**config.mk**
```make
export PLATFORM = sky130hd
export DESIGN_NAME = scan_display_link
export DESIGN_NICKNAME = d
export VERILOG_FILES = /design/src/rtl/scan_link_pkg.sv /design/src/rtl/scan_pace_counter.sv /design/src/rtl/scan_bit_mux.sv /design/src/rtl/display_shifter.sv /design/src/rtl/scan_display_link.sv
export SDC_FILE = /design/constraint.sdc
export NUM_CORES = 1
export LEC_CHECK = 0
export BUFFER_PORTS_ARGS = -buffer_cell sky130_fd_sc_hd__clkbuf_2
export CAP_MARGIN = 20
export CORE_MARGIN = 5
export CORE_UTILIZATION = 43
export DETAILED_ROUTE_END_ITERATION = 12
export PLACE_DENSITY = 0.74
export SLEW_MARGIN = 10
export SYNTH_ARGS = -nofsm -noshare
export SYNTH_HDL_FRONTEND = slang
export SYNTH_SLANG_ARGS = --single-unit
export TNS_END_PERCENT = 20
```
**constraint.sdc**
```tcl
create_clock -name clk -period 1.5 [get_ports clk]
set_input_delay 0.225 -clock clk [delete_from_list [all_inputs] [get_ports clk]]
set_output_delay 0.225 -clock clk [all_outputs]
set_load 0.01 [all_outputs]
```
**src/rtl/scan_link_pkg.sv**
```systemverilog
package scan_link_pkg;
    localparam int unsigned DEF_WORD_W = 16;
    localparam int unsigned DEF_CNT_W  = 8;

    typedef enum logic {
        PH_HOLD = 1'b0,
        PH_SCAN = 1'b1
    } link_phase_e;
endpackage

```
**src/rtl/scan_pace_counter.sv**
```systemverilog
module scan_pace_counter
    import scan_link_pkg::*;
#(
    parameter int unsigned CNT_W = DEF_CNT_W,
    parameter int unsigned SEL_W = 4
) (
    input  logic             clk,
    input  logic             rst,
    input  logic             run_en,
    output logic [CNT_W-1:0] count,
    output link_phase_e      phase
);
    localparam int unsigned HI_W = CNT_W - SEL_W;

    typedef struct packed {
        logic [CNT_W-1:0] cnt;
    } pace_state_t;

    pace_state_t st_d, st_q;

    always_comb begin
        st_d = st_q;
        if (rst) begin
            st_d.cnt = '0;
        end else if (run_en) begin
            st_d.cnt = st_q.cnt + CNT_W'(1);
        end
    end

    always_ff @(posedge clk) begin
        st_q <= st_d;
    end

    assign count = st_q.cnt;
    assign phase = (st_q.cnt[CNT_W-1 -: HI_W] == '0) ? PH_SCAN : PH_HOLD;
endmodule

```
**src/rtl/scan_bit_mux.sv**
```systemverilog
module scan_bit_mux #(
    parameter int unsigned WORD_W = 16,
    parameter int unsigned SEL_W  = 4
) (
    input  logic [SEL_W-1:0]  cnt_lo,
    input  logic [WORD_W-1:0] word,
    output logic [SEL_W-1:0]  sel,
    output logic              bit_out
);
    logic [WORD_W-1:0] hit;

    assign sel = ~cnt_lo;

    for (genvar gi = 0; gi < WORD_W; gi++) begin : g_lane
        assign hit[gi] = word[gi] & (sel == SEL_W'(gi));
    end

    assign bit_out = |hit;
endmodule

```
**src/rtl/display_shifter.sv**
```systemverilog
module display_shifter #(
    parameter int unsigned WORD_W = 16
) (
    input  logic              clk,
    input  logic              rst,
    input  logic              shift,
    input  logic              ser_in,
    output logic [WORD_W-1:0] value
);
    typedef struct packed {
        logic [WORD_W-1:0] reg_bits;
    } shifter_state_t;

    shifter_state_t sh_d, sh_q;

    always_comb begin
        sh_d = sh_q;
        if (rst) begin
            sh_d.reg_bits = '0;
        end else if (shift) begin
            sh_d.reg_bits = {sh_q.reg_bits[WORD_W-2:0], ser_in};
        end
    end

    // falling edge: the serial bit has had half a cycle to settle
    always_ff @(negedge clk) begin
        sh_q <= sh_d;
    end

    assign value = sh_q.reg_bits;
endmodule

```
**src/rtl/scan_display_link.sv**
```systemverilog
module scan_display_link
    import scan_link_pkg::*;
#(
    parameter int unsigned WORD_W = DEF_WORD_W,
    parameter int unsigned CNT_W  = DEF_CNT_W
) (
    input  logic                     clk,
    input  logic                     rst,
    input  logic                     run_en,
    input  logic [WORD_W-1:0]        par_word,
    output logic                     ser_bit,
    output logic                     shift_en,
    output logic [$clog2(WORD_W)-1:0] scan_sel,
    output logic [WORD_W-1:0]        disp
);
    localparam int unsigned SEL_W = $clog2(WORD_W);

    logic [CNT_W-1:0] count;
    link_phase_e      phase;

    scan_pace_counter #(
        .CNT_W (CNT_W),
        .SEL_W (SEL_W)
    ) u_pace (
        .clk    (clk),
        .rst    (rst),
        .run_en (run_en),
        .count  (count),
        .phase  (phase)
    );

    scan_bit_mux #(
        .WORD_W (WORD_W),
        .SEL_W  (SEL_W)
    ) u_mux (
        .cnt_lo  (count[SEL_W-1:0]),
        .word    (par_word),
        .sel     (scan_sel),
        .bit_out (ser_bit)
    );

    assign shift_en = (phase == PH_SCAN);

    display_shifter #(
        .WORD_W (WORD_W)
    ) u_disp (
        .clk    (clk),
        .rst    (rst),
        .shift  (shift_en & run_en),
        .ser_in (ser_bit),
        .value  (disp)
    );
endmodule

```
### Word level (Yosys, flattened, before mapping)

Index checks and enable logic that the tools add are counted.

* bits of input ports: 19
* flip-flop bits (word level): 24
* word-level logic and storage cells: 40
* output and inout port bits: 22

* muxes and demuxes: 1
* eq/ne operators: 15
* bitwise gates (word level): 18
* $add $sub $neg: 1
* reduce and logical (&&, ||, !) cells: 3

Operator list (number)
* $eq 4x4->1 const B: 8
* $and 1x1->1: 17
* $eq 4x3->1 const B: 4
* $reduce_or 16->1: 1
* $add 8x1->8 const B: 1
* $eq 4x2->1 const B: 2
* $logic_not 4->1: 2
* $eq 4x1->1 const B: 1
* $not 4->4: 1
* $mux 1: 1

### Depth between registers and ports, before layout

* word-level depth: 4
* gate-level depth with buffers: 7
* depth with buffers taken out: 7

### By module

Synthesis repeated with hierarchy kept, for this count alone.

* cells, all modules: 104
* area, all modules: 1091.0 um2

By module, submodules not included
* display_shifter: sequential area each 320.3 um2, times used 1, cells an instance 53, area each 584.3 um2
* scan_pace_counter: sequential area each 160.2 um2, times used 1, cells an instance 38, area each 345.3 um2
* scan_bit_mux: sequential area each 0.0 um2, times used 1, cells an instance 12, area each 155.1 um2
* scan_display_link: sequential area each 0.0 um2, times used 1, cells an instance 1, area each 6.3 um2

==> flow_metrics.py <==
metrics = {
    "finish": {
        "layout-drive-gt1-share_pct": 58.0,
        "multi_input_area_sq_um": 659,
        "area_delta_synth_final_pct": 65.1,
        "antenna_cells": 0,
        "final_common_cell": "nand2_1",
        "fillers": 183,
        "seqCellArea_sq_um": 518,
        "fin_nets": 231,
        "mostFrequentLayoutCells": "nand2_1 (28), clkbuf_2 (24), buf_6 (19), buf_4 (19), inv_1 (18)",
    },
    "floorplan": {
        "io_pins": 41,
        "start_util_pct": 44.9,
        "die_w_um": 60.9,
        "row_count": 18,
        "core_sq_um": 2480,
        "die_area_sq_um": 3710,
        "fp.dieH_um": 60.9,
    },
    "global_routing": {
        "grt_first_pass_wirelength_um": 5060,
        "grt.overflow.total": 0,
        "grt_pass1_vias": 1195,
        "grtUsageTotal_pct": 17.9,
        "grt_max_degree": 17,
        "antenna_found_initial": 0,
    },
    "clock_tree": {
        "clk_path_buf_depth": 2,
        "cts_tree": "built",
        "cts.clk_slew.worst_paths_ns": 0.16,
        "ctsHoldBuffers": 0,
        "cts-root-buf": "clkbuf_4",
        "htreeDepth": 1,
        "clkLatencyLatePin_ns": 0.41,
        "cts_buffers": 3,
        "clock-sinks": 24,
    },
    "setup_path": {
        "critPathLaunchType": "flip-flop",
        "worstPathArrival_ns": 1.79,
        "cp-end-kind": "flip-flop",
        "cp_max_fo": 3,
        "reg2regPathDepth": 7,
        "crit_type": "flip-flop to flip-flop",
        "rrSetupSlack_ns": -0.75,
        "r2r_start": "u_pace.count[1]",
        "critPathRequiredTime_ns": 1.04,
        "r2r-end": "u_disp.value[0]",
    },
    "logic_synthesis": {
        "synth_top_family_by_area": "simple AND/OR/NAND/NOR gates",
        "synth-compound-area-share_pct": 17.5,
        "yosysSeqAreaShare_pct": 43.1,
        "syn_nets": 153,
        "synth-simple-area-share_pct": 23.7,
        "synth_fa_ha_area_share_pct": 4.49,
        "syn_area_sq_um": 1110,
        "synth.avg_cell_area_sq_um": 8.57,
        "synth_cells": 130,
        "synth_mux_area_share_pct": 0.899,
        "synth_xor_area_share_pct": 3.93,
        "ys_types": 26,
        "synth-warning-count": 0,
        "ys_ff_latch": 24,
    },
    "power": {
        "power_mw": 1.42,
        "max-vdd-ir-drop_v": 0.000633,
        "powerDensity_nw_per_um2": 773,
        "p_leak_nw": 0.830,
    },
    "outcome": {
        "violations": "setup timing",
        "status": "finished with violations",
    },
    "drt": {
        "ant_nets": 0,
        "drc_errors": 0,
        "avgViaCountPerCell": 5.22,
        "drt_iter0_markers": 48,
        "vias": 1237,
        "drt_pass1_iterations": 4,
        "post_drt_wl_per_cell_um": 14.1,
        "totalWireLength_um": 3350,
    },
    "timing": {
        "max-slew-margin-rel_pct": 75.2,
        "worst_slack_ns": -0.745,
        "tns_ns": -13.55,
        "rsz0062_at_grt": "true",
        "tightest_slew_ns": 0.372,
        "slew_violations": 0,
        "finalSetupViolCount": 35,
        "hold_viol": 0,
        "fin_skew_ns": 0.0771,
    },
    "placed_design": {
        "port_buffers": 40,
        "dp.final_hpwl_um": 2150,
        "gp_congestion": 0.807,
    },
    "hold_path": {
        "hp-class": "input pin to flip-flop",
        "hold_path_depth": 3,
        "min_to": "u_pace.count[5]",
        "hp-start": "rst",
    },
    "run": {
        "drv_cap": 0,
    },
}
-- flip-flops by register name, summed over array words and instances, names as in the netlist --
signal        count
u_pace.count      8
u_disp.value     16
-- logic make-up after synthesis --
| group | after synthesis |
|---|---|
| simple gates | 58 |
| compound gates | 27 |
| flops | 24 |
| buf+inv | 11 |
| xor+xnor | 5 |
| fa+ha+maj | 4 |
| mux | 1 |
-- worst max-delay path by stage --
stage / from / endpoint / slack (ns) / cells past startpoint
floorplan: u_pace.count[1] / u_disp.value[0] / -0.64 / 7
global placement: u_pace.count[1] / u_disp.value[0] / -0.64 / 7
CTS: u_pace.count[1] / u_disp.value[0] / -0.76 / 7
finish: u_pace.count[1] / u_disp.value[0] / -0.75 / 7
global route: u_pace.count[0] / u_disp.value[0] / -0.79 / 7
detailed placement: u_pace.count[1] / u_disp.value[0] / -0.71 / 7
-- final cells by class --
cell class / count / area share [%]
Multi-Input combinational cell: 95 / 35.9
Sequential cell: 24 / 28.2
Timing Repair Buffer: 64 / 27.8
Clock inverter: 17 / 3.74
Tap cell: 30 / 2.04
Clock buffer: 3 / 1.23
Inverter: 4 / 1.09
-- where the power goes --
part	internal (mW)	switching, mW	leakage [nW]
Combinational	0.129	0.119	0.521
Clock	0.161	0.353	0.103
Sequential	0.644	0.0143	0.205
-- what timing repair did --
action	in CTS	in global routing
endpoints found under the setup margin	34	35
pin swaps	8	17
setup buffers	4	1
hold endpoints to repair	0	0
gates cloned	1	0
resized for setup	27	48
-- synthesized netlist by cell type --
library cell   n  area, sq um
a222oi_1       2         20.0
nand2_2        1         6.26
buf_2          1         5.00
inv_1          5         18.8
o21ai_0        2         10.0
clkbuf_1       1         3.75
a21oi_1        8         40.0
buf_1          1         3.75
xor2_1         2         17.5
nor4_4         1         21.3
xnor2_1        3         26.3
and2_1         1         6.26
nor2_1         9         33.8
a21oi_2       10         87.6
nand4_1        5         31.3
buf_6          1         11.3
nand3_1        3         15.0
nand2_1       35          131
buf_12         1         20.0
o21a_1         1         7.51
a22oi_1        4         30.0
mux2i_1        1         10.0
ha_1           4         50.1
buf_4          1         7.51
dfxtp_1       24          480
or3_1          3         18.8
-- layer usage --
| metal | vias up | part of all wire, % | track usage [%] | routed length [um] |
|---|---|---|---|---|
| met5 | - | 0 | 0 | 0 |
| met4 | 0 | 0.81 | 5.26 | 27 |
| met3 | 4 | 4.3 | 2.98 | 145 |
| met2 | 40 | 55 | 33.9 | 1850 |
| met1 | 595 | 40 | 20.2 | 1330 |
| li1 | 598 | - | - | - |
-- worst max-delay path: stages (launching register included) --
cell and delay [ns]:
dfxtp_4 0.40, inv_4 0.05, ha_4 0.16, a222oi_1 0.38, nand4_1 0.15, nand2_1 0.10, nor2_2 0.04, o21a_1 0.17
-- through the flow --
step / util [%] / hold WS, ns / instance area, sq um / setup WS (ns) / instances
2_1_floorplan: - / 0.287 / 1160 / -0.639 / 130
4_1_cts: 67.8 / 0.265 / 1680 / -0.761 / 236
3_3_place_gp: 60.6 / 0.455 / 1500 / -0.641 / 213
3_5_place_dp: 60.6 / 0.462 / 1500 / -0.711 / 213
5_1_grt: 74.2 / 0.271 / 1840 / -0.791 / 237
6_report: 74.2 / 0.272 / 1840 / -0.745 / 237
Note: power is estimated with default switching activity, not from simulation.
